==> src/rtl/rxf_pkg.sv <==
package rxf_pkg;

    localparam int BYTE_W     = 8;
    localparam int WORD_W     = 32;
    localparam int LANES      = WORD_W / BYTE_W;
    localparam int LANE_W     = $clog2(LANES);
    localparam int LEN_W      = 16;
    localparam int CNT_FLD_W  = 4;

    typedef logic [BYTE_W-1:0]  byte_t;
    typedef logic [WORD_W-1:0]  word_t;
    typedef logic [LANE_W-1:0]  lane_t;
    typedef logic [LEN_W-1:0]   len_t;

    // final word of a frame plus its valid byte count
    typedef struct packed {
        logic [CNT_FLD_W-1:0] nbytes;
        word_t                data;
    } tail_t;

    // drop byte b into lane slot, slot 0 being the most significant byte
    function automatic word_t place_byte(word_t acc, byte_t b, lane_t slot);
        word_t shifted;
        shifted = word_t'(b) << (BYTE_W * (LANES - 1 - int'(slot)));
        return acc | shifted;
    endfunction

endpackage

==> src/rtl/rxf_packer.sv <==
module rxf_packer
    import rxf_pkg::*;
(
    input  logic                 clk,
    input  logic                 rst,
    input  logic                 clear,
    input  logic                 vld,
    input  byte_t                byte_in,
    input  logic                 last,
    output word_t                word_out,
    output logic [CNT_FLD_W-1:0] nbytes,
    output logic                 word_full
);

    word_t acc_q;
    lane_t slot_q;

    always_comb begin
        word_out  = place_byte(acc_q, byte_in, slot_q);
        nbytes    = CNT_FLD_W'(slot_q) + CNT_FLD_W'(1);
        word_full = (slot_q == lane_t'(LANES - 1));
    end

    always_ff @(posedge clk) begin
        if (rst || clear) begin
            acc_q  <= '0;
            slot_q <= '0;
        end else if (vld) begin
            if (word_full || last) begin
                acc_q  <= '0;
                slot_q <= '0;
            end else begin
                acc_q  <= word_out;
                slot_q <= slot_q + lane_t'(1);
            end
        end
    end

endmodule

==> src/rtl/rxf_word_fifo.sv <==
module rxf_word_fifo
    import rxf_pkg::*;
#(
    parameter int DEPTH = 8
) (
    input  logic  clk,
    input  logic  rst,
    input  logic  flush,
    input  logic  push,
    input  word_t push_data,
    input  logic  pop,
    output word_t head,
    output logic  full,
    output logic  empty
);

    localparam int AW = (DEPTH > 1) ? $clog2(DEPTH) : 1;
    localparam int CW = $clog2(DEPTH + 1);

    word_t           mem [DEPTH];
    logic [AW-1:0]   wr_ptr;
    logic [AW-1:0]   rd_ptr;
    logic [CW-1:0]   count;

    function automatic logic [AW-1:0] bump(logic [AW-1:0] p);
        return (p == AW'(DEPTH - 1)) ? '0 : p + AW'(1);
    endfunction

    assign head  = mem[rd_ptr];
    assign full  = (count == CW'(DEPTH));
    assign empty = (count == '0);

    always_ff @(posedge clk) begin
        if (push && !full && !flush) begin
            mem[wr_ptr] <= push_data;
        end
    end

    always_ff @(posedge clk) begin
        if (rst || flush) begin
            wr_ptr <= '0;
            rd_ptr <= '0;
            count  <= '0;
        end else begin
            if (push && !full) begin
                wr_ptr <= bump(wr_ptr);
            end
            if (pop && !empty) begin
                rd_ptr <= bump(rd_ptr);
            end
            case ({push && !full, pop && !empty})
                2'b10:   count <= count + CW'(1);
                2'b01:   count <= count - CW'(1);
                default: count <= count;
            endcase
        end
    end

endmodule

==> src/rtl/eth_rx_fifo_fe.sv <==
module eth_rx_fifo_fe
    import rxf_pkg::*;
#(
    parameter int DEPTH = 8
) (
    input  logic        clk,
    input  logic        rst,
    input  logic        rx_en,
    input  logic        in_valid,
    input  logic [7:0]  in_data,
    input  logic        in_last,
    input  logic        rd_en,
    input  logic        rdy_clr,
    output logic [31:0] rd_data,
    output logic [31:0] rx_stat,
    output logic [31:0] gen_stat
);

    // frame control state
    logic  ready_q;
    logic  ovr_q;
    logic  drop_q;
    len_t  len_acc_q;
    len_t  len_q;
    tail_t tail_q;
    logic  tail_pend_q;

    // packer and queue wiring
    word_t                pk_word;
    logic [CNT_FLD_W-1:0] pk_nbytes;
    logic                 pk_full;
    word_t                fifo_head;
    logic                 fifo_full;
    logic                 fifo_empty;

    logic en_byte, busy_hit, take, need_push, overflow;
    logic fifo_push, fifo_pop, fifo_flush, tail_take, rd_hit, free_buf;

    always_comb begin
        en_byte    = in_valid && rx_en;
        busy_hit   = en_byte && ready_q && !drop_q;
        take       = en_byte && !ready_q && !drop_q;
        need_push  = take && pk_full && !in_last;
        overflow   = need_push && fifo_full;
        fifo_push  = need_push && !fifo_full;
        rd_hit     = rd_en && ready_q;
        fifo_pop   = rd_hit && !fifo_empty;
        tail_take  = rd_hit && fifo_empty && tail_pend_q;
        free_buf   = rdy_clr && ready_q;
        fifo_flush = !rx_en || overflow || free_buf;
    end

    rxf_packer u_packer (
        .clk       (clk),
        .rst       (rst),
        .clear     (!rx_en || overflow),
        .vld       (take && !overflow),
        .byte_in   (in_data),
        .last      (in_last),
        .word_out  (pk_word),
        .nbytes    (pk_nbytes),
        .word_full (pk_full)
    );

    rxf_word_fifo #(.DEPTH(DEPTH)) u_fifo (
        .clk       (clk),
        .rst       (rst),
        .flush     (fifo_flush),
        .push      (fifo_push),
        .push_data (pk_word),
        .pop       (fifo_pop),
        .head      (fifo_head),
        .full      (fifo_full),
        .empty     (fifo_empty)
    );

    always_ff @(posedge clk) begin
        if (rst || !rx_en) begin
            ready_q     <= 1'b0;
            ovr_q       <= 1'b0;
            drop_q      <= 1'b0;
            len_acc_q   <= '0;
            len_q       <= '0;
            tail_q      <= '0;
            tail_pend_q <= 1'b0;
        end else begin
            if (overflow) begin
                ovr_q     <= 1'b1;
                drop_q    <= 1'b1;
                len_acc_q <= '0;
            end else if (busy_hit) begin
                ovr_q  <= 1'b1;
                drop_q <= !in_last;
            end else if (en_byte && drop_q) begin
                if (in_last) begin
                    drop_q <= 1'b0;
                end
            end else if (take) begin
                if (in_last) begin
                    ready_q     <= 1'b1;
                    len_q       <= len_acc_q + len_t'(1);
                    len_acc_q   <= '0;
                    tail_q      <= '{nbytes: pk_nbytes, data: pk_word};
                    tail_pend_q <= 1'b1;
                end else begin
                    len_acc_q <= len_acc_q + len_t'(1);
                end
            end

            if (tail_take) begin
                tail_pend_q <= 1'b0;
            end
            if (free_buf) begin
                ready_q     <= 1'b0;
                tail_pend_q <= 1'b0;
            end
        end
    end

    always_comb begin
        if (!ready_q) begin
            rd_data = '0;
        end else if (!fifo_empty) begin
            rd_data = fifo_head;
        end else if (tail_pend_q) begin
            rd_data = tail_q.data;
        end else begin
            rd_data = '0;
        end
        rx_stat  = {(ready_q ? len_q : len_t'(0)), 15'd0, ovr_q};
        gen_stat = {(ready_q ? tail_q.nbytes : 4'd0), 26'd0, tail_pend_q, ready_q};
    end

endmodule

==> config.mk <==
export PLATFORM = sky130hd
export DESIGN_NAME = eth_rx_fifo_fe
export DESIGN_NICKNAME = d
export VERILOG_FILES = /design/src/rtl/rxf_pkg.sv /design/src/rtl/rxf_packer.sv /design/src/rtl/rxf_word_fifo.sv /design/src/rtl/eth_rx_fifo_fe.sv
export SDC_FILE = /design/constraint.sdc
export NUM_CORES = 1
export LEC_CHECK = 0
export ABC_AREA = 1
export BUFFER_PORTS_ARGS = -buffer_cell sky130_fd_sc_hd__buf_2
export CORE_UTILIZATION = 45
export DETAILED_ROUTE_END_ITERATION = 10
export GPL_TIMING_DRIVEN = 1
export PLACE_DENSITY = 0.73
export SYNTH_ARGS = -nofsm -noshare
export SYNTH_HDL_FRONTEND = slang
export SYNTH_SLANG_ARGS = --single-unit
==> constraint.sdc <==
create_clock -name clk -period 4.3 [get_ports clk]
set_input_delay 0.86 -clock clk [delete_from_list [all_inputs] [get_ports clk]]
set_output_delay 0.86 -clock clk [all_outputs]
set_load 0.03 [all_outputs]
==> metrics <==
initial antenna violation count=1; final WL=37.7 mm; drt pass-1 iters=5; die height=192 um; clk slew on worst S/H paths=60 ps; Synth top cells by count=nor2_1, nand2_1, edfxtp_1, o21ai_0, nand3_1; I/O pin total=111; Via Count=11900; worst slew pin tran=938 ps; clock period minus worst slack=3640 ps; Slew headroom=37.4%; Setup Viol. Count Final=0; GRT Resource Usage Total=20.7%; Hold Buf Count CTS=0; VDD IR max=242 uV; Num Clock Sinks=374; HPWL after DPL=22.5 mm; Yosys cell types=40; Leakage=6.66 nW; Seq/Total Area, Yosys=61.9%; Post-synth EDFFs=256; Root Driver=clkbuf_16; largest net degree at the start of global routing=71; grt ovf=0; setup TNS=0 ps; Pwr Total=0.00744 W; clk_lat worst skew=530 ps; CTS tree=yes; CTS Buffer Depth=3; cell with the most instances after synthesis=nor2_1; Power Density=412 mW/mm2; Post-Syn Instances=1722; Vias/cell=5.28; fin. max-slew vios=0; area of placed instances=0.0168 mm2; post-route ant nets=0; share of cells above drive strength 1=10.2%; Worst Path Arrival=2780 ps; cts bufs inserted=39; final instance area=0.0180 mm2; Die X=192 um; outcome=finished clean; DRC=0; final hold violation count=0; final worst slack=665 ps; Rows=69; top cells by area, synth=edfxtp_1, dfxtp_1, nor2_1; Core Region=0.0356 mm2; Synth top area share=47.3%; Initial Util=45.7%; Final Skew=21.8 ps; CP Class=flop to primary output; # nets final=1781; Synth Flop Type=edfxtp_1; max-cap violations=0; Synth Warn #=0; max frequency=275 MHz; worst path required time=3440 ps; vias in the first global route=11300; CP cell instances=nor2_1 > nand3_2 > nor2_2 > buf_4 > nand2_1 > a21oi_1 > buf_2; die area=0.0369 mm2; largest area contributor in the netlist=edfxtp_1; CP max stage delay=680 ps; Critical Path Start Type=flop; dpl ws=1200 ps; post-synthesis average cell area=9.43 um2; Worst Setup End Kind=primary output; Tcrit/Tclk final=84.5%; # H-tree levels=2; Mapped Area=0.0162 mm2; first-pass GRT wire length=59.7 mm; combined flip-flop and latch cell area=0.0101 mm2; HP Class=flop to flop; Post CTS Setup Buffer Count=0; multi-input logic area=0.00536 mm2; final core occ=50.7%; GPL Wtd Cong=0.829; area grow syn2layout=11.1%; Post-CTS Resized=0; input/output buffers=68; CP Max Fanout=20; asr flop ratio synth=0%; detailed-route wire length per cell=16.8 um; drt initial violations=1141; Fillers=3183; Synth Register Bits=374; unrepaired setup endpoints after global routing=no; slowest stage cell, crit path=nor2_2
## worst paths after layout
check	from	to	slack [ps]	cells past startpoint
setup / recovery	u_fifo.count[0]	rd_data[14]	660	7
hold reg to reg	tail_q[33]	tail_q[33]	470	2
hold / removal	tail_q[33]	tail_q[33]	470	2
setup reg to reg	u_packer.slot_q[1]	u_fifo.count[2]	1210	13
## per-layer routing
| metal | vias to the layer above | global-route usage, % | part of all wire [%] |
|---|---|---|---|
| met5 | - | 0 | 0 |
| met4 | 0 | 6.56 | 2.4 |
| met3 | 63 | 3.38 | 6.2 |
| met2 | 386 | 35.1 | 48 |
| met1 | 5664 | 27.0 | 43 |
| li1 | 5753 | - | - |
## state kept, by name, indices dropped and copies added (netlist names), named ones only
signal           count
drop_q               1
len_acc_q           16
len_q               16
ovr_q                1
ready_q              1
tail_pend_q          1
tail_q              35
u_fifo.count         4
u_fifo.mem         256
u_fifo.rd_ptr        3
u_fifo.wr_ptr        3
u_packer.acc_q      32
u_packer.slot_q      2
## cells in the final DEF (no fill, tap or decap), types with 2 or more instances in the layout
cell       count
a21o_1         2
a21oi_1       65
a22oi_1        2
buf_2         68
buf_4         23
bufinv_16      4
clkbuf_1       9
clkbuf_16     40
clkinv_1       7
clkinv_2       8
conb_1        42
dfxtp_1      116
edfxtp_1     256
ha_1           9
inv_1         64
inv_2          6
nand2_1      262
nand2_4        2
nand3_1      122
nand3_2        2
nand4_1        5
nor2_1       418
nor2_2         3
nor2_4         5
nor3_2         7
nor3_4         2
o211ai_1       2
o21a_1         2
o21ai_0      168
o21ai_1        8
o21bai_1      35
or2_2          3
xnor2_1        2
xor2_1         4
## power by group
| part | total [W] | switching [W] | internal, W |
|---|---|---|---|
| Sequential | 0.00387 | 0.0000139 | 0.00386 |
| Combinational | 0.000250 | 0.000203 | 0.0000469 |
| Clock | 0.00332 | 0.00135 | 0.00196 |
| Total | 0.00744 | 0.00157 | 0.00587 |
## cell families (layout without fill, tap and decap cells)
group / count (synthesis) / in the layout / share of synthesized area, %
fa+ha+maj: 9 / 9 / 0.693
compound gates: 286 / 286 / 9.59
flops: 374 / 374 / 61.9
buf+inv: 210 / 233 / 6.40
xor+xnor: 6 / 6 / 0.324
other cells: 1 / 43 / 0.0231
simple gates: 836 / 836 / 21.1
## cell type report
type / count / area share [%]
Clock buffer: 50 / 5.81
Antenna cell: 1 / 0.0139
Timing Repair Buffer: 92 / 2.96
Inverter: 71 / 1.48
Clock inverter: 20 / 1.10
Multi-Input combinational cell: 1179 / 29.7
Tap cell: 461 / 3.20
Sequential cell: 374 / 55.7
## worst max-delay path: cells and delay by family (launching register included)
kind	cells	cell delay, ps
buf+inv	2	650
compound gates	1	180
simple gates	4	1070
flops	1	350
## through the flow
stage / cells / hold WS [ps]
2_1_floorplan: 1763 / 440
3_3_place_gp: 2177 / 452
3_5_place_dp: 2177 / 455
4_1_cts: 2247 / 467
5_1_grt: 2247 / 478
6_report: 2248 / 466
Power figures use the tool's default switching activity.
